### config.mk
export PLATFORM = sky130hd
export DESIGN_NAME = panel_cfg_seq
export DESIGN_NICKNAME = d
export VERILOG_FILES = /design/src/rtl/panel_cfg_pkg.sv /design/src/rtl/panel_cfg_rom.sv /design/src/rtl/panel_cfg_timer.sv /design/src/rtl/panel_cfg_ser9.sv /design/src/rtl/panel_cfg_seq.sv
export SDC_FILE = /design/constraint.sdc
export NUM_CORES = 1
export LEC_CHECK = 0
export BUFFER_PORTS_ARGS = -buffer_cell sky130_fd_sc_hd__clkbuf_2
export CELL_PAD_IN_SITES_DETAIL_PLACEMENT = 0
export CELL_PAD_IN_SITES_GLOBAL_PLACEMENT = 1
export CORE_ASPECT_RATIO = 0.9
export CORE_MARGIN = 1
export CORE_UTILIZATION = 48
export DETAILED_ROUTE_END_ITERATION = 8
export PLACE_DENSITY = 0.78
export RECOVER_POWER = 50
export SKIP_LAST_GASP = 1
export SYNTH_ARGS = -nofsm -noshare
export SYNTH_HDL_FRONTEND = slang
export SYNTH_SLANG_ARGS = --single-unit
### constraint.sdc
create_clock -name clk -period 4.2 [get_ports clk]
set_input_delay 0.21 -clock clk [delete_from_list [all_inputs] [get_ports clk]]
set_output_delay 0.21 -clock clk [all_outputs]
set_load 0.1 [all_outputs]
### src/rtl/panel_cfg_pkg.sv
package panel_cfg_pkg;
   localparam int ARG_W     = 8;
   localparam int MAX_ARGS  = 2;
   localparam int WORD_W    = ARG_W + 1;
   localparam int VAL_W     = ARG_W * MAX_ARGS;
   localparam int FRAME_W   = WORD_W * (MAX_ARGS + 1);
   localparam int CNT_W     = $clog2(MAX_ARGS + 1);
   localparam int BIT_W     = $clog2(FRAME_W + 1);
   localparam int ROM_DEPTH = 48;
   localparam int IDX_W     = $clog2(ROM_DEPTH);
   localparam int UP_FIRST  = 0;
   localparam int UP_LAST   = 43;
   localparam int DN_FIRST  = 44;
   localparam int DN_LAST   = 47;

   typedef struct packed {
      logic [ARG_W-1:0] op;
      logic [CNT_W-1:0] nargs;
      logic [VAL_W-1:0] val;
      logic             pause;
   } step_t;

   typedef enum logic [2:0] {
      SR_IDLE, SR_LEAD, SR_LOW, SR_HIGH, SR_GAP
   } ser_st_t;

   typedef enum logic [2:0] {
      T_IDLE, T_FETCH, T_XFER, T_PAUSE, T_STEP
   } seq_st_t;

   function automatic step_t mk_step(input logic [ARG_W-1:0] op, input int n,
                                     input logic [VAL_W-1:0] v, input logic p);
      step_t s;
      s.op    = op;
      s.nargs = CNT_W'(n);
      s.val   = v;
      s.pause = p;
      return s;
   endfunction
endpackage

### src/rtl/panel_cfg_rom.sv
module panel_cfg_rom
   import panel_cfg_pkg::*;
(
   input  logic [IDX_W-1:0] idx_i,
   output step_t            step_o
);
   always_comb begin
      case (idx_i)
         6'd0:  step_o = mk_step(8'h00, 0, 16'h0000, 1'b1);
         6'd1:  step_o = mk_step(8'h00, 0, 16'h0000, 1'b1);
         6'd2:  step_o = mk_step(8'h00, 0, 16'h0000, 1'b1);
         6'd3:  step_o = mk_step(8'hB0, 1, 16'h0017, 1'b0);
         6'd4:  step_o = mk_step(8'hBC, 1, 16'h0080, 1'b0);
         6'd5:  step_o = mk_step(8'h3B, 1, 16'h0000, 1'b0);
         6'd6:  step_o = mk_step(8'hB0, 1, 16'h0016, 1'b0);
         6'd7:  step_o = mk_step(8'hB8, 2, 16'hFFF9, 1'b0);
         6'd8:  step_o = mk_step(8'h11, 0, 16'h0000, 1'b0);
         6'd9:  step_o = mk_step(8'hBA, 1, 16'h0001, 1'b0);
         6'd10: step_o = mk_step(8'hBB, 1, 16'h0000, 1'b0);
         6'd11: step_o = mk_step(8'h3A, 1, 16'h0060, 1'b0);
         6'd12: step_o = mk_step(8'hBF, 1, 16'h0010, 1'b0);
         6'd13: step_o = mk_step(8'hB1, 1, 16'h0056, 1'b0);
         6'd14: step_o = mk_step(8'hB2, 1, 16'h0033, 1'b0);
         6'd15: step_o = mk_step(8'hB3, 1, 16'h0011, 1'b0);
         6'd16: step_o = mk_step(8'hB3, 1, 16'h0011, 1'b0);
         6'd17: step_o = mk_step(8'hB4, 1, 16'h0002, 1'b0);
         6'd18: step_o = mk_step(8'hB5, 1, 16'h002B, 1'b0);
         6'd19: step_o = mk_step(8'hB6, 1, 16'h0040, 1'b0);
         6'd20: step_o = mk_step(8'hB7, 1, 16'h0003, 1'b0);
         6'd21: step_o = mk_step(8'hB9, 1, 16'h0004, 1'b0);
         6'd22: step_o = mk_step(8'hBD, 1, 16'h0004, 1'b0);
         6'd23: step_o = mk_step(8'hBE, 1, 16'h0000, 1'b0);
         6'd24: step_o = mk_step(8'hC0, 1, 16'h0011, 1'b0);
         6'd25: step_o = mk_step(8'hC1, 1, 16'h0011, 1'b0);
         6'd26: step_o = mk_step(8'hC2, 1, 16'h0011, 1'b0);
         6'd27: step_o = mk_step(8'hC3, 2, 16'h2040, 1'b0);
         6'd28: step_o = mk_step(8'hC4, 2, 16'h60C0, 1'b0);
         6'd29: step_o = mk_step(8'hC5, 2, 16'h1020, 1'b0);
         6'd30: step_o = mk_step(8'hC6, 2, 16'h60C0, 1'b0);
         6'd31: step_o = mk_step(8'hC7, 2, 16'h5533, 1'b0);
         6'd32: step_o = mk_step(8'hC8, 1, 16'h0000, 1'b0);
         6'd33: step_o = mk_step(8'hC9, 1, 16'h0000, 1'b0);
         6'd34: step_o = mk_step(8'hCA, 1, 16'h0000, 1'b0);
         6'd35: step_o = mk_step(8'hEC, 2, 16'h01F0, 1'b0);
         6'd36: step_o = mk_step(8'hCF, 1, 16'h0002, 1'b0);
         6'd37: step_o = mk_step(8'hD0, 2, 16'h0804, 1'b0);
         6'd38: step_o = mk_step(8'hD1, 1, 16'h0001, 1'b0);
         6'd39: step_o = mk_step(8'hD2, 2, 16'h0000, 1'b0);
         6'd40: step_o = mk_step(8'hD3, 2, 16'h0D0E, 1'b0);
         6'd41: step_o = mk_step(8'hD4, 2, 16'h11A4, 1'b0);
         6'd42: step_o = mk_step(8'hD5, 1, 16'h000E, 1'b0);
         6'd43: step_o = mk_step(8'h29, 0, 16'h0000, 1'b0);
         6'd44: step_o = mk_step(8'h28, 0, 16'h0000, 1'b0);
         6'd45: step_o = mk_step(8'hB8, 2, 16'h8002, 1'b0);
         6'd46: step_o = mk_step(8'h10, 0, 16'h0000, 1'b0);
         6'd47: step_o = mk_step(8'hB0, 1, 16'h0000, 1'b0);
         default: step_o = mk_step(8'h00, 0, 16'h0000, 1'b0);
      endcase
   end
endmodule

### src/rtl/panel_cfg_timer.sv
module panel_cfg_timer #(
   parameter int TICKS = 50000
) (
   input  logic clk,
   input  logic rst_n,
   input  logic load_i,
   output logic busy_o,
   output logic fire_o
);
   localparam int CW = $clog2(TICKS + 1);

   logic [CW-1:0] cnt;

   always_ff @(posedge clk or negedge rst_n) begin
      if (!rst_n)               cnt <= '0;
      else if (load_i)          cnt <= CW'(TICKS);
      else if (cnt != '0)       cnt <= cnt - 1'b1;
   end

   assign busy_o = (cnt != '0);
   assign fire_o = (cnt == CW'(1));

   // the pause ends right after the fire cycle
   p_fire_ends_r5: assert property (@(posedge clk) disable iff (!rst_n)
      (fire_o && !load_i) |=> !busy_o);
endmodule

### src/rtl/panel_cfg_ser9.sv
module panel_cfg_ser9
   import panel_cfg_pkg::*;
#(
   parameter int SCK_HALF = 4
) (
   input  logic               clk,
   input  logic               rst_n,
   input  logic               go_i,
   input  logic [FRAME_W-1:0] frame_i,
   input  logic [BIT_W-1:0]   nbits_i,
   output logic               idle_o,
   output logic               done_o,
   output logic               sck_o,
   output logic               cs_n_o,
   output logic               mosi_o
);
   localparam int GAP_CYC = 2 * SCK_HALF;
   localparam int HW      = $clog2(GAP_CYC + 1);

   ser_st_t            st;
   logic [HW-1:0]      hc;
   logic [BIT_W-1:0]   left;
   logic [FRAME_W-1:0] sh;

   always_ff @(posedge clk or negedge rst_n) begin
      if (!rst_n) begin
         st     <= SR_IDLE;
         hc     <= '0;
         left   <= '0;
         sh     <= '0;
         sck_o  <= 1'b1;
         cs_n_o <= 1'b1;
         done_o <= 1'b0;
      end else begin
         done_o <= 1'b0;
         case (st)
            SR_IDLE: if (go_i) begin
               sh     <= frame_i;
               left   <= nbits_i - 1'b1;
               cs_n_o <= 1'b0;
               hc     <= HW'(SCK_HALF - 1);
               st     <= SR_LEAD;
            end
            SR_LEAD: if (hc == '0) begin
               sck_o <= 1'b0;
               hc    <= HW'(SCK_HALF - 1);
               st    <= SR_LOW;
            end else hc <= hc - 1'b1;
            SR_LOW: if (hc == '0) begin
               sck_o <= 1'b1;
               hc    <= HW'(SCK_HALF - 1);
               st    <= SR_HIGH;
            end else hc <= hc - 1'b1;
            SR_HIGH: if (hc == '0) begin
               if (left == '0) begin
                  cs_n_o <= 1'b1;
                  hc     <= HW'(GAP_CYC - 1);
                  st     <= SR_GAP;
               end else begin
                  sck_o <= 1'b0;
                  sh    <= sh << 1;
                  left  <= left - 1'b1;
                  hc    <= HW'(SCK_HALF - 1);
                  st    <= SR_LOW;
               end
            end else hc <= hc - 1'b1;
            SR_GAP: if (hc == '0) begin
               done_o <= 1'b1;
               st     <= SR_IDLE;
            end else hc <= hc - 1'b1;
            default: st <= SR_IDLE;
         endcase
      end
   end

   assign mosi_o = sh[FRAME_W-1];
   assign idle_o = (st == SR_IDLE);

   // cycles with chip select high, saturating; starts saturated after reset
   logic [HW-1:0] hi_cnt;
   always_ff @(posedge clk or negedge rst_n) begin
      if (!rst_n)               hi_cnt <= HW'(GAP_CYC);
      else if (!cs_n_o)         hi_cnt <= '0;
      else if (hi_cnt < HW'(GAP_CYC)) hi_cnt <= hi_cnt + 1'b1;
   end

   p_sck_idle_r2: assert property (@(posedge clk) disable iff (!rst_n)
      cs_n_o |-> sck_o);

   p_mosi_hold_r2: assert property (@(posedge clk) disable iff (!rst_n)
      (!cs_n_o && $past(!cs_n_o) && sck_o && $past(sck_o)) |-> $stable(mosi_o));

   p_cs_gap_r4: assert property (@(posedge clk) disable iff (!rst_n)
      $fell(cs_n_o) |-> (hi_cnt >= HW'(GAP_CYC)));
endmodule

### src/rtl/panel_cfg_seq.sv
module panel_cfg_seq
   import panel_cfg_pkg::*;
#(
   parameter int CLK_FREQ_HZ = 50_000_000,
   parameter int PAUSE_US    = 1000,
   parameter int SCK_HALF    = 4
) (
   input  logic clk,
   input  logic rst_n,
   input  logic start_i,
   input  logic stop_i,
   output logic busy_o,
   output logic done_o,
   output logic err_o,
   output logic sck_o,
   output logic cs_n_o,
   output logic mosi_o
);
   localparam int TICKS = (CLK_FREQ_HZ / 1_000_000) * PAUSE_US;

   if (CLK_FREQ_HZ < 1_000_000) begin : g_chk_clk
      $error("CLK_FREQ_HZ below 1 MHz cannot time microseconds");
   end
   if (SCK_HALF < 1) begin : g_chk_half
      $error("SCK_HALF must be at least 1");
   end
   if (PAUSE_US < 1) begin : g_chk_pause
      $error("PAUSE_US must be at least 1");
   end

   seq_st_t          st;
   logic [IDX_W-1:0] ptr, last;
   step_t            step;
   logic             ser_go, ser_idle, ser_done;
   logic             tmr_load, tmr_busy, tmr_fire;

   panel_cfg_rom u_rom (.idx_i(ptr), .step_o(step));

   // frame packing: command word on top, argument words below, upper byte first
   logic [FRAME_W-1:0] frame;
   logic [BIT_W-1:0]   nbits;
   assign frame[FRAME_W-1 -: WORD_W] = {1'b0, step.op};

   for (genvar g = 0; g < MAX_ARGS; g++) begin : g_arg
      logic [ARG_W-1:0] arg_b;
      always_comb begin
         int k;
         k = int'(step.nargs) - 1 - g;
         if (k >= 0 && k < MAX_ARGS) arg_b = step.val[k*ARG_W +: ARG_W];
         else                        arg_b = '0;
      end
      assign frame[FRAME_W-1-WORD_W*(g+1) -: WORD_W] = {1'b1, arg_b};
   end

   assign nbits = BIT_W'(WORD_W * (int'(step.nargs) + 1));

   assign ser_go   = (st == T_FETCH);
   assign tmr_load = (st == T_XFER) && ser_done && step.pause;

   panel_cfg_ser9 #(.SCK_HALF(SCK_HALF)) u_ser (
      .clk(clk), .rst_n(rst_n), .go_i(ser_go), .frame_i(frame), .nbits_i(nbits),
      .idle_o(ser_idle), .done_o(ser_done),
      .sck_o(sck_o), .cs_n_o(cs_n_o), .mosi_o(mosi_o));

   panel_cfg_timer #(.TICKS(TICKS)) u_tmr (
      .clk(clk), .rst_n(rst_n), .load_i(tmr_load),
      .busy_o(tmr_busy), .fire_o(tmr_fire));

   always_ff @(posedge clk or negedge rst_n) begin
      if (!rst_n) begin
         st     <= T_IDLE;
         ptr    <= '0;
         last   <= '0;
         busy_o <= 1'b0;
         done_o <= 1'b0;
      end else begin
         case (st)
            T_IDLE: begin
               if (start_i && !stop_i) begin
                  ptr    <= IDX_W'(UP_FIRST);
                  last   <= IDX_W'(UP_LAST);
                  busy_o <= 1'b1;
                  done_o <= 1'b0;
                  st     <= T_FETCH;
               end else if (stop_i && !start_i) begin
                  ptr    <= IDX_W'(DN_FIRST);
                  last   <= IDX_W'(DN_LAST);
                  busy_o <= 1'b1;
                  done_o <= 1'b0;
                  st     <= T_FETCH;
               end
            end
            T_FETCH: st <= T_XFER;
            T_XFER:  if (ser_done) st <= step.pause ? T_PAUSE : T_STEP;
            T_PAUSE: if (tmr_fire) st <= T_STEP;
            T_STEP: begin
               if (ptr == last) begin
                  busy_o <= 1'b0;
                  done_o <= 1'b1;
                  st     <= T_IDLE;
               end else begin
                  ptr <= ptr + 1'b1;
                  st  <= T_FETCH;
               end
            end
            default: st <= T_IDLE;
         endcase
      end
   end

   always_ff @(posedge clk or negedge rst_n) begin
      if (!rst_n) err_o <= 1'b0;
      else if ((start_i && stop_i) || ((start_i || stop_i) && st != T_IDLE))
         err_o <= 1'b1;
   end

   p_done_excl_r9: assert property (@(posedge clk) disable iff (!rst_n)
      !(done_o && busy_o));

   p_busy_ignore_r10: assert property (@(posedge clk) disable iff (!rst_n)
      (busy_o && st != T_STEP && (start_i || stop_i)) |=> (busy_o && $stable(ptr) && $stable(last)));

   p_err_sticky_r10: assert property (@(posedge clk) disable iff (!rst_n)
      err_o |=> err_o);

   p_both_reject_r11: assert property (@(posedge clk) disable iff (!rst_n)
      (!busy_o && start_i && stop_i) |=> (!busy_o && err_o));

   p_pause_timed_r5: assert property (@(posedge clk) disable iff (!rst_n)
      (st == T_PAUSE) |-> tmr_busy);

   p_go_when_idle_r4: assert property (@(posedge clk) disable iff (!rst_n)
      ser_go |-> ser_idle);
endmodule

## Yosys cells after proc, flatten, opt, wreduce, memory -nomap -nowiden

Memories as Yosys holds them, arrays and structs flattened.
Cells that the tools add are included.

| word-level totals | value |
|---|---|
| bits in read-only memories | 1,728 |
| output and inout port bits | 6 |
| word-level logic and storage cells | 144 |
| bits in registers | 76 |
| bits in latches | 0 |
| bits in writable memories | 0 |
| memories | 1 |
| input port bits | 4 |

| cells by class | value |
|---|---|
| bitwise operators | 0 |
| equality and inequality tests | 23 |
| multipliers | 1 |
| mux-type cells | 57 |
| reductions and logical operators | 34 |
| order comparisons | 4 |
| add/subtract/negate cells | 8 |
| divide/modulo/power cells | 0 |
| shifts and indexed selects | 2 |

Memories:

| memory | words | width | read ports | clocked after memory_dff | wr ports | line | source |
|---|---|---|---|---|---|---|---|
| (name not given) | 64 | 27 | 1 | 0 | 0 | panel_cfg_rom.sv:8 | `case (idx_i)` |

Operators with widths:

| kind | number |
|---|---|
| two-way mux 27 bit | 3 |
| one-hot mux 27 bit (2 select lines) | 1 |
| two-way mux 3 bit | 12 |
| two-way mux 16 bit | 2 |
| two-way mux 6 bit | 5 |
| one-hot mux 3 bit (5 select lines) | 2 |
| == test 16 x 1 -> 1 bit, second input constant | 1 |
| two-way mux 1 bit | 16 |
| two-way mux 4 bit | 4 |
| two-way mux 8 bit | 2 |
| one-hot mux 4 bit (4 select lines) | 1 |
| nonzero test 16 bit | 1 |
| indexed part select 16 x 6 -> 8 bit | 1 |
| indexed part select 16 x 7 -> 8 bit | 1 |
| subtractor 16 x 1 -> 16 bit, second input constant | 1 |
| two-way mux 5 bit | 3 |
| == test 3 x 2 -> 1 bit, second input constant | 4 |
| inequality test 2 x 1 -> 1 bit, second input constant | 6 |
| inequality test 2 bit, second input constant | 6 |
| one-hot mux 6 bit (2 select lines) | 1 |
| AND reduction 3 bit | 4 |
| one-hot mux 5 bit (2 select lines) | 1 |
| AND reduction 5 bit | 2 |
| subtractor 5 x 1 -> 5 bit, second input constant | 2 |
| 28 further kinds | 47 |

## Longest topological paths before layout

Gate-level depths: netlist of the first run.
An unclocked memory read counts as a cell.

| logic depth | value |
|---|---|
| depth after elaboration | 8 |
| mapped depth | 17 |
| gate-level depth less buffers | 13 |

## By module

From an unflattened synthesis of the first run, not the netlist that was laid out.

| unflattened totals | value |
|---|---|
| cells, all modules | 700 |
| area, all modules | 5,833.1 um^2 |

Modules (own cells, without submodules):

| module | area an instance (um^2) | times used | cells an instance | seq. area each (um^2) |
|---|---|---|---|---|
| panel_cfg_ser9 | 2,399.8 | 1 | 259 | 1,053.5 |
| panel_cfg_rom | 1,340.0 | 1 | 205 | 0.0 |
| panel_cfg_seq | 1,157.4 | 1 | 137 | 350.3 |
| panel_cfg_timer | 935.9 | 1 | 99 | 400.4 |

## Least setup slack after synthesis of the first run

No wires, ideal clock.

| timing | value |
|---|---|
| path type | reg-to-reg |
| from | register ptr[0] |
| to | register u_ser.sh[3] |
| data required time | 4,074 ps |
| library setup time | 126 ps |
| buffers on the path | 3 |
| arrival time | 3,361 ps |
| cell stages (with the launch flop) | 17 |
| clock period less this slack | 3,486 ps |
| path slack | 714 ps |
| cell sequence | dfrtp_1 clkbuf_1 inv_1 ha_1 mux2i_1 o32ai_2 or2_2 and2_1 buf_4 inv_2 buf_6 ha_1 or4_1 o2111ai_1 o22ai_1 o21ai_0 a21oi_1 |

| on the way | value |
|---|---|
| cells in the longest elaborated chain, start to end | 8 |
| elaborated cells on any way between the ends | 10 |
| classes of those cells | 2 x add/sub; 2 x order compare; 1 x shift; 3 x mux; 1 x reduce/logical; 1 x memory |

RTL lines:

| item | line | source |
|---|---|---|
| from (decl) | panel_cfg_seq.sv:32 | `logic [IDX_W-1:0] ptr, last;` |
| from (signal assigned) | panel_cfg_seq.sv:80 | `ptr <= IDX_W'(UP_FIRST);` |
| from (signal assigned) | panel_cfg_seq.sv:86 | `ptr <= IDX_W'(DN_FIRST);` |
| from (signal assigned) | panel_cfg_seq.sv:102 | `ptr <= ptr + 1'b1;` |
| memory (64 x 27 bit) (*) | -- |  |
| subtractor 2 x 1 -> 3 bit | panel_cfg_seq.sv:48 | `k = int'(step.nargs) - 1 - g;` |
| subtractor 3 x 2 -> 4 bit | panel_cfg_seq.sv:48 |  |
| greater-or-equal comparator 4 x 1 -> 1 bit / < comparator 4 x 3 -> 1 bit (equally long branches) | panel_cfg_seq.sv:49 | `if (k >= 0 && k < MAX_ARGS) arg_b = step.val[k*ARG_W +: ARG_W];` |
| logical AND 1 bit | panel_cfg_seq.sv:49 |  |
| two-way mux 8 bit (*) | panel_cfg_seq.sv:49 |  |
| two-way mux 27 bit (*) | panel_cfg_ser9.sv:37 | `SR_IDLE: if (go_i) begin` |
| one-hot mux 27 bit (2 select lines) (*) | panel_cfg_ser9.sv:36 | `case (st)` |
| to (signal assigned) | panel_cfg_ser9.sv:38 | `sh <= frame_i;` |
| to (signal assigned) | panel_cfg_ser9.sv:61 | `sh <= sh << 1;` |
| to (decl) | panel_cfg_ser9.sv:23 | `logic [FRAME_W-1:0] sh;` |

Mark *: on every way between the ends. The rest lies on a longest branch, timed or not. The select of a mux whose other input is x is not followed.
A chain may end at the register's enable or synchronous reset.

## Final worst setup path of the first run

| timing | value |
|---|---|
| from | register ptr[1] |
| to | register u_ser.sh[7] |

The elaborated chain is that of the path after synthesis.

==> results of run 1 <==
==> through the flow <==
stage	hold WS, ns	setup slack (ns)	total power, mW	instances
global route	0.286	0.130	1.59	769
floorplan	-0.0856	0.714	0.709	645
detailed placement	0.409	0.426	0.726	753
finish	0.239	0.452	1.54	769
CTS	0.0532	0.402	1.57	769
global placement	0.400	0.521	0.725	753
==> registers in the layout (all words and copies together), names as in the netlist <==
register,flops
done_o,1
u_ser.hc,4
last,2
busy_o,1
u_ser.sck_o,1
u_ser.left,5
u_ser.st,3
u_ser.cs_n_o,1
u_tmr.cnt,16
err_o,1
ptr,6
u_ser.done_o,1
st,3
u_ser.sh,27
==> routing by layer <==
| metal | share of wire (%) | GRT usage (%) |
|---|---|---|
| met4 | 1.9 | 8.60 |
| met2 | 45 | 41.0 |
| met5 | 0 | 0 |
| met3 | 5.0 | 5.31 |
| met1 | 48 | 40.7 |
==> power by group through the flow <==
stage / registers [mW] / clock network, mW / logic (mW)
6_report: 0.694 / 0.832 / 0.0176
5_1_grt: 0.693 / 0.877 / 0.0218
4_1_cts: 0.694 / 0.853 / 0.0193
3_5_place_dp: 0.706 / 0 / 0.0194
3_3_place_gp: 0.706 / 0 / 0.0191
2_1_floorplan: 0.707 / 0 / 0.00252
==> cells by family (layout without fill, tap and decap cells) <==
| family | after synthesis | count (layout) | share of synthesized area, % |
|---|---|---|---|
| muxes | 8 | 8 | 1.61 |
| buffers and inverters | 68 | 63 | 5.58 |
| DFF | 72 | 72 | 35.6 |
| and+or+nand+nor | 257 | 257 | 24.4 |
| AOI/OAI and AO/OA | 206 | 206 | 25.5 |
| xor gates and xnor gates | 15 | 15 | 2.59 |
| adders and majority gates | 19 | 19 | 4.69 |
==> worst paths after layout <==
path,from,end,cells after the start
worst min register to register,u_ser.sh[23],u_ser.sh[23],2
min in group asynchronous,rst_n,u_ser.st[2],1
worst max-delay path,ptr[1],u_ser.sh[7],11
max in group asynchronous,rst_n,u_ser.sh[3],1
worst max register to register,ptr[1],u_ser.sh[7],11
worst min-delay path,stop_i,err_o,4
==> layout by cell type (no fill, tap or decap), drive strengths merged, types with 6 or more instances in the layout <==
cell | Yosys | routed
a211oi | 6 | 6
a21oi | 62 | 62
a221oi | 8 | 8
a31oi | 7 | 7
and2 | 6 | 6
and3 | 11 | 11
buf | 11 | 17
clkbuf | 36 | 19
dfrtp | 70 | 70
ha | 19 | 19
inv | 20 | 21
mux2i | 7 | 7
nand2 | 74 | 74
nand2b | 6 | 6
nand3 | 14 | 14
nor2 | 77 | 77
nor2b | 14 | 14
nor3 | 19 | 19
o21ai | 58 | 58
o22ai | 14 | 14
o31ai | 6 | 6
or3 | 7 | 7
or4 | 6 | 6
xnor2 | 11 | 11
==> area by class of cell <==
class	count	area [um2]
repair buffers	26	170
clock buffers	10	229
well taps	129	161
clock inverters	6	92.6
multi-input cells	505	2990
fillers	988	4720
flip-flops and latches	72	1800
inverters	21	78.8
==> critical path: stages (launching register included) <==
cell	delay (ns)
dfrtp_1	0.57
ha_1	0.42
ha_1	0.35
or3b_1	0.41
o21ai_0	0.10
a32o_1	0.33
ha_1	0.32
or4_1	0.54
o2111ai_1	0.16
o22ai_2	0.20
o21ai_0	0.13
a21oi_1	0.09
==> repair_timing <==
action | CTS | global route
setup endpoints to repair | 0 | 5
resized for setup | 0 | 1
buffers inserted | 0 | 0
==> metrics.cfg, run 1 <==
[synth]
yosysSeqAreaShare_pct = 35.6
syn_area_um2 = 5060
yosys_warnings = 0
synth_area_leaders = dfrtp_1 35%, a21oi_1 6.1%, nor2_1 5.7%, nand2_1 5.5%, o21ai_0 5.4%
synthArstFlopShare_pct = 100
synth_top_area_share_pct = 34.6
synth_common_cells = 77 x nor2_1, 74 x nand2_1, 70 x dfrtp_1
yosysTopAreaCell = dfrtp_1
synthFlopType = dfrtp_1
synth_cell_type_count = 70
synthesis.instances = 645
yosysMostFrequentCell = nor2_1
synth_seq_cells = 72
synth_edf_count = 0
synth_nets = 668
avgSynthCellArea_um2 = 7.85

[final_layout]
synthToLayoutAreaGrowth_pct = 9.07
drive_above_1_share_pct = 8.59
nets = 658
utilization_pct = 53.9
final_area_um2 = 5520
n_antenna_cell = 0

[clock_network]
clk_latency_ns = 0.33
cts_sinks = 72
cts_tree = yes
clk_pin_slew_worst_paths_ns = 0.06
cts_htree_levels = 3
cts_inserted_buffers = 9
cts.path.max_buffers = 2
ctsHoldBuffers = 0
clockRootBuffer = clkbuf_16

[global_route]
grt_max_degree = 73
grt_pass1_wl_um = 23200
grt_overflow = 0
antenna_found_initial = 0
gr-usage-all-layers_pct = 27.7
grt_pass1_vias = 4317

[critical_path]
critPathKind = flop to flop
required_ns = 4.41
start_kind = flop
arrival_ns = 3.96
reg2reg_setup_slack_ns = 0.45
cp-end-kind = flop
cp_max_fo = 11

[floorplan]
io-pin-count = 10
rows = 35
fp.dieW_um = 110
dieHeight_um = 99.4
start_util_pct = 49.4
die_area_um2 = 11000
core_um2 = 10200

[placement]
io_buffers = 9
hpwl_um = 10300
placed_area_um2 = 5200
place.gp.congestion = 0.986

[sta]
fmax_ghz = 0.267
period_needed_ns = 3.75
rsz0062_at_grt = false
worst_pin_slew_ns = 1.79
relSlewSlack_pct = -19.1
hold_viol_final = 0
setup_violations = 0
min_period_over_period_pct = 89.2
slew_violations = 73
finClkSkew_ns = 0.00590
final.setup.tns_ns = 0

[power_and_ir_drop]
clkPwrFrac_pct = 53.9
internal-power_mw = 1.22
switching_power_mw = 0.324
cellPowerDensity_nw_per_um2 = 279
vdd_drop_max_v = 0.000349
leakage_nw = 2.42
power_frac_seq_pct = 45.0
switching_share_pct = 21.0
pwr-share-comb_pct = 1.1

[detailed_routing]
post_drt_wl_per_cell_um = 18.9
dr.pass1.iters = 5
drt-vias-per-instance = 6.22
drc = 0
vias = 4786
drt_iter0_markers = 482
routed_wl_um = 14500
ant_nets = 0

[outcome]
violations = max-capacitance violations, max-slew violations
status = finished with violations

[worst_hold_path]
holdCritPathClass = input pin to flop

[run]
max-cap-violations = 1

Power figures use the tool's default switching activity.
==> run 2, diff against run 1 <==
--- a/config.mk
+++ b/config.mk
@@ -12,6 +12,7 @@
 export CORE_MARGIN = 1
 export CORE_UTILIZATION = 48
 export DETAILED_ROUTE_END_ITERATION = 8
+export GPL_ROUTABILITY_DRIVEN = 0
 export PLACE_DENSITY = 0.78
 export RECOVER_POWER = 50
 export SKIP_LAST_GASP = 1
==> constraint.sdc (replaced) <==
create_clock -name clk -period 4.2 [get_ports clk]
set_input_delay 0.42 -clock clk [delete_from_list [all_inputs] [get_ports clk]]
set_output_delay 0.42 -clock clk [all_outputs]
set_load 0.1 [all_outputs]
==> run 2 against run 1 <==
  * The flow still finishes with violations (max-capacitance violations, max-slew violations)
  * Sequential cell count did not move
  * Global-route usage fell by 1.0 points
  * Cell count shrank 0.26%
  * Worst hold slack better by 0.23 ns
  * Core utilization is 0.16 points lower
  * Via count is 0.25% lower
  * First-iteration DRC count rose by 12%
  * Wire length decreased by 4.7%
  * Die area unchanged
  * Critical path type unchanged
  * Critical endpoint is now u_ser.sh[6]
==> metrics.cfg, run 2 (synthesis results as in run 1) <==
[global_route]
use_met1_pct = 38.5  ; -2.2 points
grt_max_degree = 73  ; unchanged
grt_use_met2_pct = 40.5  ; -0.48 points
grt_overflow = 0  ; unchanged
busiest_layer = met2
grt_pass1_vias = 4395  ; +1.8%
antenna_found_initial = 0  ; unchanged
grt_pass1_wl_um = 22600  ; -2.2%
gr-usage-all-layers_pct = 26.7  ; -1.0 points
grtUsageMet3_pct = 4.65  ; -0.66 points

[worst_hold_path]
holdPathEnd = u_ser.sh[26]
hp-start = u_ser.sh[26]
holdCritPathClass = flop to flop
hold_path_depth = 2  ; -2

[power_and_ir_drop]
vdd_drop_max_v = 0.000319  ; -8.4%
pwr-share-comb_pct = 1.2  ; about the same
clkPwrFrac_pct = 53.6  ; -0.3 points
power_frac_seq_pct = 45.3  ; +0.3 points
internal-power_mw = 1.23  ; +0.98%
cellPowerDensity_nw_per_um2 = 278  ; -0.36%
switching_power_mw = 0.302  ; -6.8%
leakage_nw = 2.41  ; -0.37%
switching_share_pct = 19.7  ; -1.3 points

[final_layout]
utilization_pct = 53.7  ; -0.16 points
final_common_cell = nor2_1
largest_reg_flops = 27  ; unchanged
n_fill_cell = 988  ; unchanged
nets = 656  ; -0.30%
n_antenna_cell = 0  ; unchanged
final_cell_mix = 77 x nor2_1, 74 x nand2_1, 70 x dfrtp_1
synthToLayoutAreaGrowth_pct = 8.75
regArea_um2 = 1800  ; unchanged
final_area_um2 = 5510  ; -0.29%
multi_input_area_um2 = 2990  ; unchanged
finalNonFillerCells = 767  ; -0.26%
drive_above_1_share_pct = 8.31  ; -0.29 points
regMostFlops = u_ser.sh
reg_top3 = u_ser.sh x27, u_tmr.cnt x16, ptr x6

[critical_path]
reg2reg_from = ptr[0]
required_ns = 4.41  ; about the same
arrival_ns = 4.12  ; +0.16 ns
critPathKind = flop to flop
start_kind = flop
cp-end-kind = flop
cp_max_fo = 17  ; +6
reg2reg_setup_slack_ns = 0.29  ; -0.16 ns
timing.rr.end = u_ser.sh[6]
r2r_cells = 13  ; +2

[detailed_routing]
drt_iter0_markers = 539  ; +12%
drc = 0  ; unchanged
ant_nets = 0  ; unchanged
routed_wl_um = 13800  ; -4.7%
post_drt_wl_per_cell_um = 18.0  ; -4.4%
vias = 4774  ; -0.25%
dr.pass1.iters = 5  ; unchanged
drt-vias-per-instance = 6.22  ; about the same

[floorplan]
core_um2 = 10200  ; unchanged
die_area_um2 = 11000  ; unchanged
rows = 35  ; unchanged
dieHeight_um = 99.4  ; unchanged
io-pin-count = 10  ; unchanged
start_util_pct = 49.4  ; unchanged
fp.dieW_um = 110  ; unchanged

[sta]
final.setup.tns_ns = 0  ; unchanged
relSlewSlack_pct = -19.6  ; -0.43 points
slew_violations = 73  ; unchanged
setup_violations = 0  ; unchanged
fin_ws_ns = 0.287  ; -0.165 ns
rsz0062_at_grt = false
fmax_ghz = 0.256  ; -4.2%
period_needed_ns = 3.91  ; +0.165 ns
worst_pin_slew_ns = 1.79  ; +0.00647 ns
min_period_over_period_pct = 93.2  ; +3.9 points
hold_viol_final = 0  ; unchanged
finClkSkew_ns = 0.00708  ; +0.00118 ns

[placement]
hpwl_um = 9600  ; -6.7%
io_buffers = 9  ; unchanged
placed_area_um2 = 5180  ; -0.29%
place_ws_ns = 0.259  ; -0.167 ns
place_inst = 751  ; -0.27%

[clock_network]
clockRootBuffer = clkbuf_16
cts.path.max_buffers = 2  ; unchanged
cts_tree = yes
cts_resized = 0  ; unchanged
clk_pin_slew_worst_paths_ns = 0.06  ; about the same
clk_latency_ns = 0.33  ; about the same
cts_sinks = 72  ; unchanged
cts_inserted_buffers = 9  ; unchanged
cts_setup_buffers = 0  ; unchanged
cts_htree_levels = 3  ; unchanged
ctsHoldBuffers = 0  ; unchanged

[run]
max-cap-violations = 1  ; unchanged

[outcome]
violations = max-capacitance violations, max-slew violations
status = finished with violations

## run 2: cell types whose count changed in the layout (fill, tap and decap cells not counted)
cell / previous run / this run
clkbuf_2: 7 / 8
clkinv_4: 1 / 0
buf_4: 17 / 14
inv_6: 1 / 0
clkbuf_8: 0 / 1
clkinv_2: 0 / 1
## run 2: layout make-up
cell class	count	area share, %
multi-input cells	505	54.2
flip-flops and latches	72	32.8
clock inverters	5	1.45
inverters	21	1.43
clock buffers	11	4.41
repair buffers	24	2.77
well taps	129	2.93
## run 2: worst max path at each step
stage               startpoint          end  slack (ns)  cells past startpoint
floorplan               ptr[0]  u_ser.sh[3]        0.71                     16
CTS                     ptr[0]  u_ser.sh[6]        0.26                     14
finish                  ptr[0]  u_ser.sh[6]        0.29                     13
detailed placement      ptr[0]  u_ser.sh[6]        0.26                     14
global route            ptr[0]  u_ser.sh[2]        0.02                     14
global placement        ptr[0]  u_ser.sh[3]        0.42                     14
## run 2: power by group through the flow
stage	Sequential, mW	Clock [mW]	Combinational [mW]
after global routing	0.694	0.869	0.0226
after global placement	0.706	0	0.0190
after CTS	0.694	0.839	0.0197
after floorplan	0.707	0	0.00252
after detailed placement	0.706	0	0.0198
final	0.694	0.821	0.0180
## run 2: critical path, cell delays in order, from the launching register on
cell	delay, ns
dfrtp_1	0.65
inv_1	0.24
ha_1	0.30
mux2i_1	0.17
o32ai_2	0.14
or2_2	0.31
and2_1	0.29
inv_2	0.24
ha_1	0.30
or4_1	0.53
o2111ai_1	0.17
o22ai_2	0.21
o21ai_0	0.14
a21oi_1	0.09
## run 2: through the flow
stage | hold WS (ns) | power (mW)
2_1_floorplan | 0.124 | 0.709
3_3_place_gp | 0.458 | 0.725
3_5_place_dp | 0.460 | 0.726
4_1_cts | 0.268 | 1.55
5_1_grt | 0.495 | 1.59
6_report | 0.465 | 1.53
## run 2: per-layer routing
metal  wire length, um  vias to the layer above
met2              6280                      160
met1              6570                     2293
met5                 0                        -
met3               704                       26
li1                  -                     2295
met4               265                        0
==> run 3, diff against run 2 <==
--- a/config.mk
+++ b/config.mk
@@ -13,7 +13,7 @@
 export CORE_UTILIZATION = 48
 export DETAILED_ROUTE_END_ITERATION = 8
 export GPL_ROUTABILITY_DRIVEN = 0
-export PLACE_DENSITY = 0.78
+export PLACE_DENSITY_LB_ADDON = 0.12
 export RECOVER_POWER = 50
 export SKIP_LAST_GASP = 1
 export SYNTH_ARGS = -nofsm -noshare
==> run 3 against run 2 <==
  * Via count is 1.2% higher
  * Clock skew grew 0.0016 ns
  * The flow still finishes with violations (max-capacitance violations, max-slew violations)
  * Register-to-register slack gained 0.06 ns
  * Critical path depth shrank 2
  * Sequential power hardly changed
  * Wire length is 0.46% higher
  * Core utilization is essentially flat
  * Clock power is 2.6% higher
  * Worst setup slack better by 0.064 ns
  * Highest routed layer unchanged
==> metrics.cfg, run 3 (synthesis results as in run 1) <==
[sta]
fmax_ghz = 0.260  ; +1.7%
worst_pin_slew_ns = 1.81  ; +0.0148 ns
rsz0062_at_grt = false
relSlewSlack_pct = -20.6  ; -0.99 points
fin_ws_ns = 0.352  ; +0.0643 ns
min_period_over_period_pct = 91.6  ; -1.5 points
final.setup.tns_ns = 0  ; unchanged
finClkSkew_ns = 0.00871  ; +0.00163 ns
hold_viol_final = 0  ; unchanged
whs_ns = 0.443  ; -0.0218 ns
slew_violations = 73  ; unchanged
period_needed_ns = 3.85  ; -0.0643 ns
setup_violations = 0  ; unchanged

[critical_path]
critical_path.top_delay_family = adder cells
cpMostUsedCell = ha_1
arrival_ns = 4.06  ; -0.06 ns
cp.depth = 11  ; -2
timing.rr.end = u_ser.sh[3]
critPathLaunch = ptr[0]
crit_buf_inv = 0  ; -2
critPathKind = flop to flop
crit_chain = ha_1 > ha_1 > or3b_1 > o21ai_0 > a32o_1 > ha_1 > or4_1 > o2111ai_1 > o22ai_2 > o21ai_0 > a21oi_1
cp_max_fo = 17  ; unchanged
reg2reg_from = ptr[0]
reg2reg_setup_slack_ns = 0.35  ; +0.06 ns
r2r_cells = 11  ; -2
start_kind = flop
cpMaxStageDelayCell = dfrtp_1
required_ns = 4.42  ; about the same
critPathMaxStageDelay_ns = 0.65  ; about the same
cp-end-kind = flop

[power_and_ir_drop]
vdd_drop_max_v = 0.000294  ; -7.8%
leakage_nw = 2.42  ; +0.31%
design_power_total_mw = 1.55  ; +1.3%
cellPowerDensity_nw_per_um2 = 282  ; +1.3%

[detailed_routing]
dr.pass1.iters = 6  ; +1
ant_nets = 0  ; unchanged
drt_iter0_markers = 557  ; +3.3%
post_drt_wl_per_cell_um = 18.1  ; +0.46%
drc = 0  ; unchanged
drt-vias-per-instance = 6.30  ; +1.2%
routed_wl_um = 13900  ; +0.46%
vias = 4833  ; +1.2%

[floorplan]
die_area_um2 = 11000  ; unchanged
start_util_pct = 49.4  ; unchanged
io-pin-count = 10  ; unchanged
core_um2 = 10200  ; unchanged
rows = 35  ; unchanged
dieHeight_um = 99.4  ; unchanged
fp.dieW_um = 110  ; unchanged

[worst_hold_path]
hold_path_depth = 4  ; +2
hp-start = stop_i
holdCritPathClass = input pin to flop
holdPathEnd = err_o

[final_layout]
synthToLayoutAreaGrowth_pct = 8.82  ; about the same
n_fill_cell = 978  ; -1.0%
nets = 656  ; unchanged
reg_top3 = u_ser.sh x27, u_tmr.cnt x16, ptr x6
largest_reg_flops = 27  ; unchanged
drive_above_1_share_pct = 8.46  ; +0.16 points
n_antenna_cell = 0  ; unchanged
final_cell_mix = 76 x nor2_1, 74 x nand2_1, 70 x dfrtp_1
finalNonFillerCells = 767  ; unchanged
final_common_cell = nor2_1
regMostFlops = u_ser.sh

[global_route]
antenna_found_initial = 0  ; unchanged
busiest_layer = met2
grt_pass1_vias = 4528  ; +3.0%
grt_max_degree = 73  ; unchanged
use_met1_pct = 37.0  ; -1.5 points
gr-usage-all-layers_pct = 27.2  ; +0.50 points
grtUsageMet3_pct = 6.55  ; +1.9 points
grt_overflow = 0  ; unchanged
grt_use_met2_pct = 42.0  ; +1.5 points
grt_pass1_wl_um = 23100  ; +2.1%

[clock_network]
cts_tree = yes
cts_inserted_buffers = 9  ; unchanged
cts_htree_levels = 3  ; unchanged
clockRootBuffer = clkbuf_16
cts.path.max_buffers = 2  ; unchanged
clk_pin_slew_worst_paths_ns = 0.06  ; about the same
cts_sinks = 72  ; unchanged
ctsHoldBuffers = 0  ; unchanged
clk_latency_ns = 0.34  ; about the same

[placement]
hpwl_um = 9420  ; -1.9%
io_buffers = 9  ; unchanged
place_ws_ns = 0.390  ; +0.131 ns
place_inst = 751  ; unchanged

[outcome]
violations = max-capacitance violations, max-slew violations
status = finished with violations

[run]
max-cap-violations = 1  ; unchanged

run 3: timing repair:
action | CTS | global route
buffers inserted | 0 | 0
resized for setup | 0 | 2
setup endpoints to repair | 0 | 8
run 3: per-stage QoR:
step                area [um2]  util, %
finish                    5510     53.8
global route              5510     53.8
CTS                       5510     53.7
detailed placement        5180     50.6
global placement          5180     50.6
floorplan                 5060        -
run 3: final cells by class:
class	count	area, um2	area share (%)
flip-flops and latches	72	1800	32.7
clock buffers	11	243	4.41
inverters	21	78.8	1.43
clock inverters	5	78.8	1.43
multi-input cells	505	2990	54.2
well taps	129	161	2.93
repair buffers	24	155	2.82
run 3: metal layers:
layer | vias up | wire, um
li1 | 2295 | -
met1 | 2253 | 6200
met2 | 230 | 6210
met3 | 55 | 997
met4 | 0 | 476
met5 | - | 0
run 3: worst max-delay path by stage:
stage,to,slack (ns)
after detailed placement,u_ser.sh[7],0.39
final,u_ser.sh[3],0.35
after global placement,u_ser.sh[3],0.57
after global routing,u_ser.sh[1],0.06
after floorplan,u_ser.sh[3],0.71
after CTS,u_ser.sh[7],0.35
run 3: worst min-delay path: cells and delay by family:
family          cells  cell delay (ns)
fa+ha+maj           1             0.13
buf+inv             1             0.09
simple gates        1             0.04
compound gates      1             0.06
run 3: power breakdown:
part | leakage, nW | switching (mW) | internal [mW]
clock network | 0.160 | 0.305 | 0.537
logic | 1.35 | 0.0158 | 0.00235
registers | 0.911 | 0 | 0.694
